`src/rtl/mute_irq_pkg.sv`:
```
package mute_irq_pkg;
    localparam int NUM_FLAGS = 6;
    localparam int NUM_RAMPS = 2;
    localparam int FB_DAC_DOWN = 0;
    localparam int FB_DAC_UP   = 1;
    localparam int FB_HP_DOWN  = 2;
    localparam int FB_HP_UP    = 3;
    localparam int FB_SHORT    = 4;
    localparam int FB_JACK_EVT = 5;

    typedef enum logic [1:0] {
        IRQ_LEVEL_HI = 2'b00,
        IRQ_LEVEL_LO = 2'b01,
        IRQ_PULSE_HI = 2'b10,
        IRQ_PULSE_LO = 2'b11
    } irq_form_e;
endpackage

```
`src/rtl/mr_ramp_ctrl.sv`:
```
module mr_ramp_ctrl #(
    parameter int RAMP_LEN = 64
) (
    input  logic clk,
    input  logic rst_n,
    input  logic enable_i,
    input  logic mute_i,
    output logic done_up_o,
    output logic done_down_o
);
    localparam int CW = $clog2(RAMP_LEN + 1);

    typedef struct packed {
        logic          busy;
        logic          dir;
        logic          last;
        logic [CW-1:0] cnt;
    } ramp_st_t;

    ramp_st_t st_d, st_q;

    always_comb begin
        st_d        = st_q;
        done_up_o   = 1'b0;
        done_down_o = 1'b0;
        st_d.last   = mute_i;
        if (!enable_i) begin
            st_d.busy = 1'b0;
            st_d.cnt  = '0;
        end else if (mute_i != st_q.last) begin
            st_d.busy = 1'b1;
            st_d.dir  = mute_i;
            st_d.cnt  = CW'(RAMP_LEN - 1);
        end else if (st_q.busy) begin
            if (st_q.cnt == '0) begin
                st_d.busy   = 1'b0;
                done_up_o   = !st_q.dir;
                done_down_o = st_q.dir;
            end else begin
                st_d.cnt = st_q.cnt - 1'b1;
            end
        end
    end

    always_ff @(posedge clk) begin
        if (!rst_n) st_q <= '0;
        else        st_q <= st_d;
    end

    // a disabled channel never reports completion
    assert_no_done_standby_R5: assert property (@(posedge clk) disable iff (!rst_n)
        !enable_i |-> !(done_up_o || done_down_o));

    // a down completion only appears while the control still asks for mute
    assert_down_matches_mute_R6: assert property (@(posedge clk) disable iff (!rst_n)
        done_down_o |-> mute_i);

    assert_up_matches_unmute_R6: assert property (@(posedge clk) disable iff (!rst_n)
        done_up_o |-> !mute_i);
endmodule

```
`src/rtl/mr_flag_unit.sv`:
```
module mr_flag_unit
    import mute_irq_pkg::*;
(
    input  logic                 clk,
    input  logic                 rst_n,
    input  logic [NUM_FLAGS-1:0] set_i,
    input  logic                 jack_i,
    input  logic                 clr_we_i,
    input  logic                 mask_we_i,
    input  logic [7:0]           wdata_i,
    output logic [7:0]           flags_o,
    output logic [7:0]           mask_o,
    output logic                 irq_o
);
    typedef struct packed {
        logic [NUM_FLAGS-1:0] flags;
        logic                 jack;
        logic [7:0]           mask;
        logic                 pend;
    } flag_st_t;

    flag_st_t             st_d, st_q;
    logic [NUM_FLAGS-1:0] ev;
    logic [NUM_FLAGS-1:0] clr;
    logic                 pend_now;
    irq_form_e            form;

    always_comb begin
        st_d             = st_q;
        ev               = set_i;
        ev[FB_JACK_EVT]  = set_i[FB_JACK_EVT] | (jack_i != st_q.jack);
        clr              = clr_we_i ? wdata_i[NUM_FLAGS-1:0] : '0;
        st_d.jack        = jack_i;
        st_d.flags       = (st_q.flags & ~clr) | ev;
        if (mask_we_i) st_d.mask = wdata_i;
        pend_now         = |(st_q.flags & ~st_q.mask[NUM_FLAGS-1:0]);
        st_d.pend        = pend_now;
        form             = irq_form_e'(st_q.mask[7:6]);
        unique case (form)
            IRQ_LEVEL_HI: irq_o = pend_now;
            IRQ_LEVEL_LO: irq_o = !pend_now;
            IRQ_PULSE_HI: irq_o = pend_now & !st_q.pend;
            IRQ_PULSE_LO: irq_o = !(pend_now & !st_q.pend);
            default:      irq_o = pend_now;
        endcase
    end

    always_ff @(posedge clk) begin
        if (!rst_n) begin
            st_q.flags <= '0;
            st_q.jack  <= 1'b0;
            st_q.mask  <= 8'h3F;
            st_q.pend  <= 1'b0;
        end else begin
            st_q <= st_d;
        end
    end

    assign flags_o = {1'b0, st_q.jack, st_q.flags};
    assign mask_o  = st_q.mask;

    for (genvar b = 0; b < NUM_FLAGS; b++) begin : g_chk
        // a set event always lands, even against a clearing write
        assert_set_wins_R8: assert property (@(posedge clk) disable iff (!rst_n)
            set_i[b] |=> flags_o[b]);
        if (b != FB_JACK_EVT) begin : g_w1c
            // a one in the clear data removes an idle flag
            assert_w1c_R7: assert property (@(posedge clk) disable iff (!rst_n)
                (clr_we_i && wdata_i[b] && !set_i[b]) |=> !flags_o[b]);
        end
    end

    // the high pulse form lasts exactly one cycle
    assert_pulse_single_R10: assert property (@(posedge clk) disable iff (!rst_n)
        (mask_o[7:6] == 2'b10 && irq_o && !mask_we_i) |=> !irq_o);
endmodule

```
`src/rtl/mute_ramp_irq.sv`:
```
module mute_ramp_irq
    import mute_irq_pkg::*;
#(
    parameter int RAMP_LEN = 64
) (
    input  logic       clk,
    input  logic       rst_n,
    input  logic       dac_mute_i,
    input  logic       hp_mute_i,
    input  logic       dac_standby_i,
    input  logic       jack_in_i,
    input  logic       short_evt_i,
    input  logic       flag_clr_we_i,
    input  logic       mask_we_i,
    input  logic [7:0] wdata_i,
    output logic [7:0] flags_o,
    output logic [7:0] mask_o,
    output logic       irq_o
);
    logic [NUM_RAMPS-1:0] ch_en;
    logic [NUM_RAMPS-1:0] ch_mute;
    logic [NUM_RAMPS-1:0] ch_up;
    logic [NUM_RAMPS-1:0] ch_down;
    logic [NUM_FLAGS-1:0] set_vec;

    // channel 0: DAC digital path, channel 1: headphone amplifier
    assign ch_en   = {1'b1, !dac_standby_i};
    assign ch_mute = {hp_mute_i, dac_mute_i};

    for (genvar c = 0; c < NUM_RAMPS; c++) begin : g_ramp
        mr_ramp_ctrl #(.RAMP_LEN(RAMP_LEN)) i_ramp (
            .clk        (clk),
            .rst_n      (rst_n),
            .enable_i   (ch_en[c]),
            .mute_i     (ch_mute[c]),
            .done_up_o  (ch_up[c]),
            .done_down_o(ch_down[c])
        );
        assign set_vec[2*c]   = ch_down[c];
        assign set_vec[2*c+1] = ch_up[c];
    end

    assign set_vec[FB_SHORT]    = short_evt_i;
    assign set_vec[FB_JACK_EVT] = 1'b0;

    mr_flag_unit i_flags (
        .clk      (clk),
        .rst_n    (rst_n),
        .set_i    (set_vec),
        .jack_i   (jack_in_i),
        .clr_we_i (flag_clr_we_i),
        .mask_we_i(mask_we_i),
        .wdata_i  (wdata_i),
        .flags_o  (flags_o),
        .mask_o   (mask_o),
        .irq_o    (irq_o)
    );
endmodule

```
`config.mk`:
```
export PLATFORM = sky130hd
export DESIGN_NAME = mute_ramp_irq
export DESIGN_NICKNAME = d
export VERILOG_FILES = /design/src/rtl/mute_irq_pkg.sv /design/src/rtl/mr_ramp_ctrl.sv /design/src/rtl/mr_flag_unit.sv /design/src/rtl/mute_ramp_irq.sv
export SDC_FILE = /design/constraint.sdc
export NUM_CORES = 1
export LEC_CHECK = 0
export BUFFER_PORTS_ARGS = -buffer_cell sky130_fd_sc_hd__clkbuf_2
export CORE_UTILIZATION = 50
export DETAILED_ROUTE_END_ITERATION = 8
export PLACE_DENSITY = 0.72
export SKIP_CTS_REPAIR_TIMING = 1
export SYNTH_ARGS = -nofsm -noshare
export SYNTH_HDL_FRONTEND = slang
export SYNTH_SLANG_ARGS = --single-unit
```
`constraint.sdc`:
```
create_clock -name clk -period 1.8 [get_ports clk]
set_input_delay 0.09 -clock clk [delete_from_list [all_inputs] [get_ports clk]]
set_output_delay 0.09 -clock clk [all_outputs]
set_load 0.005 [all_outputs]
```
# --- Word-level counts from Yosys, hierarchy flattened ---
# Cells that the tools add are included.
# Widths: inputs -> output; s select.
op_classes:
  eq_ne: 8
  bitwise_logic: 10
  n_mux: 28
  addsub: 2
  reduce_logical: 19
ops:
  columns: ["op", "n"]
  rows:
  - ["$mux 6", 7]
  - ["$mux 1", 20]
  - ["$logic_not 7->1", 2]
  - ["$sub 7x1->7 const B", 2]
  - ["$and 6x6->6", 2]
  - ["$not 6->6", 2]
  - ["$reduce_and 2->1", 5]
  - ["$or 6x6->6", 1]
  - ["$reduce_or 6->1", 1]
  - ["$logic_not 1->1", 5]
  - ["$eq 2x2->1 const B", 2]
  - ["$ne 2x1->1 const B", 2]
  - ["$not 1->1", 4]
  - ["$pmux 1 s4", 1]
  - ["$reduce_bool 2->1", 2]
  - ["$reduce_or 2->1", 2]
  - ["$ne 1x1->1", 3]
  - ["$reduce_or 3->1", 1]
  - ["$eq 2x1->1 const B", 1]
  - ["$logic_not 2->1", 1]
  - ["$and 1x1->1", 1]
totals:
  ff_bits: 36
  output_inout_bits: 17
  inputBits: 17

# --- Logic depth before layout (Yosys ltp) ---
# Gate-level depths: netlist of the first run.
logic_depth:
  depth_word: 6
  mapped_depth: 6

# --- Cells and area by module ---
# A second synthesis of the first run with hierarchy kept.
hier_totals:
  hier_cells: 212
  area_unflattened_um2: 1870.5
modules_own_cells:
  columns: ["module", "area_each_um2", "instances", "cells_per_inst"]
  rows:
  - ["mr_ramp_ctrl", 551.8, 2, 63]
  - ["mr_flag_unit", 755.7, 1, 83]
  - ["mute_ramp_irq", 11.3, 1, 3]

# --- Worst setup path after synthesis of the first run ---
# OpenSTA, ideal clock, no wires.
synth_timing:
  path_kind: "register to register"
  startpoint: "register g_ramp[1].i_ramp.st_q[0] (netlist bit)"
  endpoint: "register g_ramp[1].i_ramp.st_q[1] (netlist bit)"
  arrival_ns: 1.561
  synth_period_minus_slack_ns: 1.632
  path_slack_ns: 0.168
  required_time_ns: 1.729
  path_buffers: 0
  path_stages_with_launch: 7
  cell_sequence: "dfxtp_1 inv_1 ha_1 or3b_1 o21ai_2 mux2_1 a21oi_1"
synth_via:
  elab_chain_cells: 4
  elab_cells_between_ends: 7
  classes_between: "1 x add/sub; 1 x eq/ne; 3 x mux; 2 x reduce/logical"
synth_lines:
  columns: ["item", "line", "source"]
  rows:
  - ["start: declaration", "mr_ramp_ctrl.sv:20", "ramp_st_t st_d, st_q;"]
  - ["start signal: assignment", "mr_ramp_ctrl.sv:47", "else st_q <= st_d;"]
  - ["$sub 7x1->7", "mr_ramp_ctrl.sv:40", "st_d.cnt = st_q.cnt - 1'b1;"]
  - ["$mux 6", "mr_ramp_ctrl.sv:35", "if (st_q.cnt == '0) begin"]
  - ["$mux 6", "mr_ramp_ctrl.sv:34", "end else if (st_q.busy) begin"]
  - ["$mux 6", "mr_ramp_ctrl.sv:30", "end else if (mute_i != st_q.last) begin"]
# Parallel ways exist; a longest one is shown, timed or not. The select of a mux whose other input is x is not followed.
# A chain may end at the register's enable or synchronous reset.

# --- Final worst setup path of the first run ---
# Same ends and word-level chain as after synthesis.

==> flow_summary.toml, run 1 <==
[pwr]
seqPwrFrac_pct = 54.4
peakVddDrop_v = 0.000527
switching_power_uw = 461
clkPwrFrac_pct = 27.1
p_int_uw = 1190
switching_share_pct = 27.9
combPwrFrac_pct = 18.5
p_leak_uw = 0.000829
powerDensity_nw_per_um2 = 826

[logic_synthesis]
synthCells = 195
synth.top_cell.area_share_pct = 42.1
synth_nets = 216
ys_ff_latch = 36
yosysMostFrequentCell = "dfxtp_1"
avgSynthCellArea_um2 = 8.77
netlist_area_um2 = 1710
ys_types = 39
ys_top_cells_by_count = "36 x dfxtp_1, 22 x nand2_1, 16 x buf_4, 14 x a21oi_1, 14 x nor2_1"
synth_area_leaders = "dfxtp_1 42%, buf_4 7.0%, mux2i_1 5.9%"
yosys_warnings = 0
synth-main-ff-cell = "dfxtp_1"
yosys.area.top_type = "dfxtp_1"
ys_async_sr_fraction_pct = 0
synth-edff-count = 0
ys_seq_area_share_pct = 42.1

[global_routing]
gr-usage-met3_pct = 5.12
met2_usage_pct = 32.3
grtUsageMet1_pct = 23.5
grt_max_degree = 18
track_usage_pct = 19.4
gr-total-overflow = 0
grt_pass1_vias = 1211
busiest_layer = "met2"
antenna_found_initial = 0
grt_pass1_wl_um = 5200

[clocking]
cts_htree_levels = 2
cts-root-buf = "clkbuf_4"
clock_latency_ps = 340
cts_buffers = 5
cts.path.max_buffers = 2
cts_tree = "built"
clkTransAtPathRegs_ps = 100
clock_sinks = 36

[routing]
drtPass1Iterations = 4
wl_per_cell_um = 12.6
num_vias = 1396
routed_wl_um = 3410
viasPerCell = 5.15
drc = 0
final_antenna_net_count = 0
drtIter0Drc = 73

[min_path]
hold_path.class = "in -> reg"
hold_end = "i_flags.mask_o[7]$_SDFFE_PN0P_"
hp-start = "wdata_i[7]"
hold_depth = 3

[timing]
setup_violations = 0
worst_pin_slew_ps = 651
layout_min_cycle_time_ps = 1760
drv_slew = 0
finalHoldViolCount = 0
finClkSkew_ps = 15.3
post-route-period-util_pct = 97.9
slew_headroom_pct = 56.3
fin_setup_tns_ps = 0
fmax_mhz = 568
timing.final.ws_setup_ps = 38.3

[finish]
postLayoutCoreUtil_pct = 63.4
nFillCells = 289
finalNetCount = 247
drive_gt1_share_pct = 25.6
final_cells = 271
antenna_cells = 0
syn2layout_area_growth_pct = 16.9

[critical_path]
reg2regPathDepth = 6
cp_max_fo = 4
r2r_slack_ps = 40
cp.arrival_ps = 2010
start_kind = "register"
worstPathRequired_ps = 2050
cp-end-kind = "register"
worstReg2RegStart = "g_ramp[1].i_ramp.st_q[0]$_SDFFE_PN0P_"
path_class = "reg -> reg"
r2r-end = "g_ramp[1].i_ramp.st_q[1]$_SDFFE_PN0P_"

[floorplanning]
die_h_um = 60.5
core_um2 = 3150
die_w_um = 60.5
start_util_pct = 54.2
die_area_um2 = 3660
io_pins = 34
num_rows = 20

[place]
routabilityCongestion = 0.827
place_ws_ps = 35.8
port_buffers = 32
dp_cells = 252
dp_hpwl_um = 2360

[run]
cap_violations = 0

[outcome]
status = "finished, final reports clean"
power by group through the flow:
stage / Clock (uW) / Sequential, uW / Combinational (uW)
6_report: 448 / 898 / 306
5_1_grt: 516 / 907 / 341
4_1_cts: 464 / 894 / 264
3_5_place_dp: 0 / 912 / 263
3_3_place_gp: 0 / 908 / 253
2_1_floorplan: 0 / 901 / 208
per-layer routing:
| metal | wire length (um) | up-vias |
|---|---|---|
| met5 | 0 | - |
| met4 | 70 | 0 |
| met3 | 107 | 8 |
| met2 | 1780 | 27 |
| met1 | 1460 | 652 |
| li1 | - | 709 |
stage by stage:
stage | area (um^2) | power, uW | hold WS, ps
6_report | 2000 | 1650 | 2.38
5_1_grt | 2000 | 1760 | -4.40
4_1_cts | 1860 | 1620 | -41.7
3_5_place_dp | 1800 | 1170 | 317
3_3_place_gp | 1800 | 1160 | 298
2_1_floorplan | 1710 | 1110 | 207
critical path, stage by stage (launching register included):
cell     delay (ps)
dfxtp_2         340
inv_2            70
ha_1            170
or3b_4          420
o21ai_4         190
mux2_1          350
a21oi_2         130
flip-flops by register name, summed over array words and instances, names as in the netlist:
name,flops
i_flags.flags_o,7
i_flags.st_q,1
i_flags.mask_o,8
g_ramp.i_ramp.st_q,20
cells by family (layout without fill, tap and decap cells):
kind of cell	Yosys count	after routing	share of synthesized area [%]
and+or+nand+nor	65	65	19.9
other	1	1	0.219
xor gates and xnor gates	8	8	4.10
muxes	12	12	7.17
AOI/OAI and AO/OA	35	35	12.6
buffers and inverters	34	66	11.0
adders and majority gates	4	4	2.93
DFF	36	36	42.1
worst max path at each step:
stage | to | cells past startpoint | startpoint
after detailed placement | g_ramp[1].i_ramp.st_q[1]$_SDFFE_PN0P_ | 6 | g_ramp[1].i_ramp.st_q[0]$_SDFFE_PN0P_
after global placement | g_ramp[1].i_ramp.st_q[1]$_SDFFE_PN0P_ | 6 | g_ramp[1].i_ramp.st_q[0]$_SDFFE_PN0P_
after global routing | g_ramp[0].i_ramp.st_q[1]$_SDFFE_PP0P_ | 6 | g_ramp[0].i_ramp.st_q[1]$_SDFFE_PP0P_
final | g_ramp[1].i_ramp.st_q[1]$_SDFFE_PN0P_ | 6 | g_ramp[1].i_ramp.st_q[0]$_SDFFE_PN0P_
after CTS | g_ramp[1].i_ramp.st_q[1]$_SDFFE_PN0P_ | 6 | g_ramp[1].i_ramp.st_q[0]$_SDFFE_PN0P_
after floorplan | g_ramp[1].i_ramp.st_q[1]$_SDFFE_PN0P_ | 6 | g_ramp[1].i_ramp.st_q[0]$_SDFFE_PN0P_
placed cells by master (no fill, tap or decap), types with 3 or more instances in the layout:
cell type	Yosys	layout
nor3_1	5	5
xnor2_1	6	6
o31ai_1	3	3
a21oi_1	14	13
dfxtp_1	36	33
dlygate4sd3_1	0	9
clkbuf_2	0	32
a31oi_1	4	4
mux2i_1	10	10
buf_4	16	3
clkbuf_4	0	5
o21ai_0	4	4
o22ai_1	3	3
inv_1	13	11
and2_1	3	3
or3_1	3	3
nor2_1	14	14
dfxtp_2	0	3
ha_1	4	3
nand2_1	22	22
final cells by class:
cell class,instances,area (um^2),share of cell area (%)
Tap cell,44,55.1,2.75
Timing Repair Buffer,44,273,13.6
Clock inverter,1,7.51,0.375
Clock buffer,7,55.1,2.75
Sequential cell,36,724,36.2
Inverter,14,52.6,2.63
Multi-Input combinational cell,125,832,41.6
Power figures use the tool's default switching activity.
==> inputs of run 2 (changes only) <==
--- a/config.mk
+++ b/config.mk
@@ -5,10 +5,10 @@
 export SDC_FILE = /design/constraint.sdc
 export NUM_CORES = 1
 export LEC_CHECK = 0
-export BUFFER_PORTS_ARGS = -buffer_cell sky130_fd_sc_hd__clkbuf_2
 export CORE_UTILIZATION = 50
 export DETAILED_ROUTE_END_ITERATION = 8
-export PLACE_DENSITY = 0.72
+export DONT_BUFFER_PORTS = 1
+export PLACE_DENSITY = 0.63
 export SKIP_CTS_REPAIR_TIMING = 1
 export SYNTH_ARGS = -nofsm -noshare
 export SYNTH_HDL_FRONTEND = slang
==> run 2 against run 1 <==
  * Global-route usage shrank 1.0 points
  * Hold slack gained 22 ps
  * Utilization shrank 1.3 points
  * Setup slack gained 3.1 ps
  * Wire length grew 1.8%
  * Sequential share of layout area grew 0.55 points
  * Critical path type unchanged
==> flow_summary.toml, run 2 (same netlist as run 1, synthesis figures left out) <==
[outcome]
status = "finished, final reports clean"

[clocking]
clock_sinks = 36
cts_htree_levels = 2
cts_tree = "built"
cts.path.max_buffers = 2
cts_buffers = 5
cts-root-buf = "clkbuf_4"
clock_latency_ps = 340
clkTransAtPathRegs_ps = 100

[finish]
largest_reg_flops = 20
finalNetCount = 229
regMostFlops = "g_ramp.i_ramp.st_q"
drive_gt1_share_pct = 9.09
postLayoutCoreUtil_pct = 62.1
antenna_cells = 0
final_cell_mix = "36 x dfxtp_1, 24 x dlygate4sd3_1, 22 x nand2_1"
layout_commonest_cell = "dfxtp_1"
syn2layout_area_growth_pct = 14.6

[critical_path]
cp_num_buf_inv = 1
r2r-end = "g_ramp[0].i_ramp.st_q[1]$_SDFFE_PP0P_"
start_kind = "register"
cp_top_family = "simple AND/OR/NAND/NOR gates"
worstReg2RegStart = "g_ramp[0].i_ramp.st_q[0]$_SDFFE_PP0P_"
crit_cells = 6
cp_max_fo = 3
path_class = "reg -> reg"
cp_cell_sequence = "inv_1 -> ha_1 -> or3b_4 -> o21ai_4 -> mux2_1 -> a21oi_1"
crit_slowest_cell = "or3b_4"
r2r_slack_ps = 40
max_stage_delay_ps = 400
cp.arrival_ps = 2030
cp-end-kind = "register"
worstPathRequired_ps = 2070
reg2regPathDepth = 6

[min_path]
hold_path.class = "in -> reg"
hold_depth = 3
hp-start = "dac_standby_i"
hold_end = "g_ramp[0].i_ramp.st_q[8]$_SDFFE_PN0P_"

[place]
dp_hpwl_um = 2210
port_buffers = 0
routabilityCongestion = 0.787

[timing]
setup_violations = 0
drv_slew = 0
finalHoldViolCount = 0
worst_pin_slew_ps = 848
layout_min_cycle_time_ps = 1760
fin_setup_tns_ps = 0
post-route-period-util_pct = 97.7
finClkSkew_ps = 11.8
fmax_mhz = 569
slew_headroom_pct = 43.1

[pwr]
p_leak_uw = 0.000753
powerDensity_nw_per_um2 = 833
peakVddDrop_v = 0.000554

[floorplanning]
num_rows = 20
core_um2 = 3150
die_w_um = 60.5
die_area_um2 = 3660
die_h_um = 60.5
io_pins = 34
start_util_pct = 54.2

[routing]
viasPerCell = 5.31
drtIter0Drc = 86
final_antenna_net_count = 0
drc = 0
drtPass1Iterations = 4
wl_per_cell_um = 13.7
num_vias = 1343
routed_wl_um = 3480

[global_routing]
grt_pass1_vias = 1150
grt_pass1_wl_um = 4860
antenna_found_initial = 0
gr-total-overflow = 0
track_usage_pct = 18.4
grt_max_degree = 18

[run]
cap_violations = 0
## run 2: changes by cell type in the layout (fill, tap and decap cells not counted), moves of 2 or more
cell | previous run | this run
clkbuf_2 | 32 | 0
clkinv_2 | 0 | 2
dfxtp_1 | 33 | 36
dfxtp_2 | 3 | 0
dlygate4sd3_1 | 9 | 24
## run 2: how the worst max path moves through the flow
stage / start / end / slack (ps)
2_1_floorplan: g_ramp[1].i_ramp.st_q[0]$_SDFFE_PN0P_ / g_ramp[1].i_ramp.st_q[1]$_SDFFE_PN0P_ / 170
3_3_place_gp: g_ramp[1].i_ramp.st_q[0]$_SDFFE_PN0P_ / g_ramp[1].i_ramp.st_q[1]$_SDFFE_PN0P_ / 120
3_5_place_dp: g_ramp[1].i_ramp.st_q[0]$_SDFFE_PN0P_ / g_ramp[1].i_ramp.st_q[1]$_SDFFE_PN0P_ / 40
4_1_cts: g_ramp[1].i_ramp.st_q[0]$_SDFFE_PN0P_ / g_ramp[1].i_ramp.st_q[1]$_SDFFE_PN0P_ / 20
5_1_grt: g_ramp[0].i_ramp.st_q[0]$_SDFFE_PP0P_ / g_ramp[0].i_ramp.st_q[1]$_SDFFE_PP0P_ / -9
6_report: g_ramp[0].i_ramp.st_q[0]$_SDFFE_PP0P_ / g_ramp[0].i_ramp.st_q[1]$_SDFFE_PP0P_ / 40
## run 2: layer usage
metal	share of wire [%]	track usage, %	up-vias
li1	-	-	673
met1	44	21.8	634
met2	50	30.9	29
met3	5.0	6.82	7
met4	1.2	5.84	0
met5	0	0	-
## run 2: through the flow
step	hold slack, ps	instances	worst slack, ps	total power (uW)	instance area [um^2]
floorplan	207	195	168	1110	1710
global placement	153	219	124	1110	1630
detailed placement	161	219	43.5	1120	1630
CTS	-206	227	21.9	1570	1690
global route	3.59	253	-8.89	1730	1960
finish	24.3	253	41.4	1630	1960
## run 2: layout make-up
cell class	instances	area, um^2
timing repair buffer	26	255
sequential	36	721
fill	296	1190
inverter	14	52.6
multi-input combinational	125	815
clock buffer	6	51.3
tap	44	55.1
clock inverter	2	10.0
## run 2: worst reg2reg max path, cell delays in order (launching register included)
cell and delay, ps:
dfxtp_1 330, inv_1 120, ha_1 200, or3b_4 400
o21ai_4 180, mux2_1 340, a21oi_1 130
## run 2: power breakdown
group          switching, uW  total [uW]  internal [uW]  leakage [uW]
Clock                    262         448            186     0.0000380
Combinational            136         283            147      0.000417
Sequential              51.9         901            849      0.000298
Total                    451        1630           1180      0.000753
==> inputs of run 3 (changes only) <==
--- a/config.mk
+++ b/config.mk
@@ -8,8 +8,11 @@
 export CORE_UTILIZATION = 50
 export DETAILED_ROUTE_END_ITERATION = 8
 export DONT_BUFFER_PORTS = 1
+export HOLD_SLACK_MARGIN = 0.1
 export PLACE_DENSITY = 0.63
+export REMOVE_ABC_BUFFERS = 1
 export SKIP_CTS_REPAIR_TIMING = 1
+export SLEW_MARGIN = 40
 export SYNTH_ARGS = -nofsm -noshare
 export SYNTH_HDL_FRONTEND = slang
 export SYNTH_SLANG_ARGS = --single-unit
==> run 3 against run 2 <==
  * Cell area increased by 0.89%
  * Cell count increased by 0.40%
  * Non-clock buffer count is 1 higher
  * Via count is 0.74% higher
  * Setup slack improved by 38 ps
  * Sequential power about the same
  * Largest cell class unchanged
  * Fmax grew 2.2%
  * Count of clock-buffer cells in the layout stayed put
  * Total power increased by 0.97%
  * Flip-flop and latch count did not move
  * Hold slack better by 63 ps
==> flow_summary.toml, run 3 (same netlist as run 1, synthesis figures left out) <==
[outcome]
status = "finished, final reports clean"

[finish]
final_cells = 254
postLayoutCoreUtil_pct = 62.7
antenna_cells = 0
final_cell_mix = "36 x dfxtp_1, 24 x dlygate4sd3_1, 22 x nand2_1"
drive_gt1_share_pct = 11.0
finalNetCount = 230
syn2layout_area_growth_pct = 15.6
largest_reg_flops = 20
regMostFlops = "g_ramp.i_ramp.st_q"
layout_commonest_cell = "dfxtp_1"

[timing]
setup_violations = 0
fmax_mhz = 581
layout_min_cycle_time_ps = 1720
finClkSkew_ps = 12.7
drv_slew = 0
slew_headroom_pct = 51.1
holdWs_ps = 87.2
timing.final.ws_setup_ps = 79.7
rsz0062_at_grt = "false"
worst_pin_slew_ps = 728
finalHoldViolCount = 0
post-route-period-util_pct = 95.6

[routing]
viasPerCell = 5.33
drtPass1Iterations = 4
final_antenna_net_count = 0
routed_wl_um = 3650
drtIter0Drc = 89
num_vias = 1353
drc = 0
wl_per_cell_um = 14.4

[critical_path]
cp.arrival_ps = 1980
endpoint = "g_ramp[1].i_ramp.st_q[1]$_SDFFE_PN0P_"
cp_cell_sequence = "inv_1 -> ha_1 -> or3b_4 -> o21ai_2 -> mux2_1 -> a21oi_1"
path_class = "reg -> reg"
worstPathRequired_ps = 2060
crit_slowest_cell = "or3b_4"
start_kind = "register"
r2r-end = "g_ramp[1].i_ramp.st_q[1]$_SDFFE_PN0P_"
critPathLaunch = "g_ramp[1].i_ramp.st_q[1]$_SDFFE_PN0P_"
worstReg2RegStart = "g_ramp[1].i_ramp.st_q[1]$_SDFFE_PN0P_"
max_stage_delay_ps = 410
cp-end-kind = "register"
r2r_slack_ps = 80
reg2regPathDepth = 6
cp_max_fo = 4

[clocking]
clock_sinks = 36
cts_htree_levels = 2
cts.path.max_buffers = 2
clock_latency_ps = 350
clkTransAtPathRegs_ps = 100
cts_tree = "built"
cts-root-buf = "clkbuf_4"
cts_buffers = 5

[min_path]
hold_depth = 2
hold_path.class = "in -> reg"

[global_routing]
grt_pass1_vias = 1111
track_usage_pct = 18.0
antenna_found_initial = 0
grt_pass1_wl_um = 4750
grt_max_degree = 18
gr-total-overflow = 0

[pwr]
peakVddDrop_v = 0.000454
powerDensity_nw_per_um2 = 834
p_leak_uw = 0.000762
p_total_uw = 1650

[floorplanning]
num_rows = 20
die_h_um = 60.5
core_um2 = 3150
die_area_um2 = 3660
die_w_um = 60.5
start_util_pct = 54.2
io_pins = 34

[place]
dp_hpwl_um = 2250
dp_cells = 219
routabilityCongestion = 0.797
place_ws_ps = 23.0
port_buffers = 0

[run]
cap_violations = 0
## run 3: changes by cell type in the layout (fill, tap and decap cells not counted)
cell	previous run	this run
buf_4	2	3
ha_1	4	3
ha_2	0	1
inv_1	12	11
inv_2	1	2
xnor2_1	6	5
xnor2_2	0	1
## run 3: through the flow
step / TNS [ps] / cell area, um^2
6_report: 0 / 1980
5_1_grt: 0 / 1980
4_1_cts: -2.90 / 1690
3_5_place_dp: 0 / 1630
3_3_place_gp: 0 / 1630
2_1_floorplan: 0 / 1580
## run 3: power breakdown
part	switching (uW)	leakage, uW	internal, uW
logic	139	0.000426	153
clock network	268	0.0000380	186
registers	53.2	0.000298	849
## run 3: routing by layer
| layer | track usage [%] | vias up | part of all wire [%] |
|---|---|---|---|
| li1 | - | 682 | - |
| met1 | 21.9 | 636 | 40 |
| met2 | 29.7 | 26 | 53 |
| met3 | 4.69 | 9 | 4.1 |
| met4 | 8.77 | 0 | 2.2 |
| met5 | 0 | - | 0 |
## run 3: worst min path at each step
stage / startpoint / to / slack (ps)
final: rst_n / g_ramp[0].i_ramp.st_q[5]$_SDFFE_PP0P_ / 90
after global routing: rst_n / g_ramp[0].i_ramp.st_q[1]$_SDFFE_PP0P_ / 110
after CTS: rst_n / i_flags.mask_o[0]$_SDFFE_PN1P_ / -200
after detailed placement: rst_n / i_flags.mask_o[5]$_SDFFE_PN1P_ / 160
after global placement: rst_n / i_flags.mask_o[4]$_SDFFE_PN1P_ / 150
after floorplan: rst_n / i_flags.mask_o[0]$_SDFFE_PN1P_ / 150
## run 3: critical path, delay by kind of cell, from the launching register on
| family | cells | cell delay (ps) |
|---|---|---|
| mux | 1 | 330 |
| simple gates | 1 | 410 |
| buf+inv | 1 | 90 |
| compound gates | 2 | 310 |
| fa+ha+maj | 1 | 190 |
| flops | 1 | 320 |
## run 3: layout make-up
type                       count  area (um^2)
inverter                      14         52.6
sequential                    36          721
timing repair buffer          27          263
clock buffer                   6         51.3
clock inverter                 2         10.0
tap                           44         55.1
fill                         278         1180
multi-input combinational    125          825
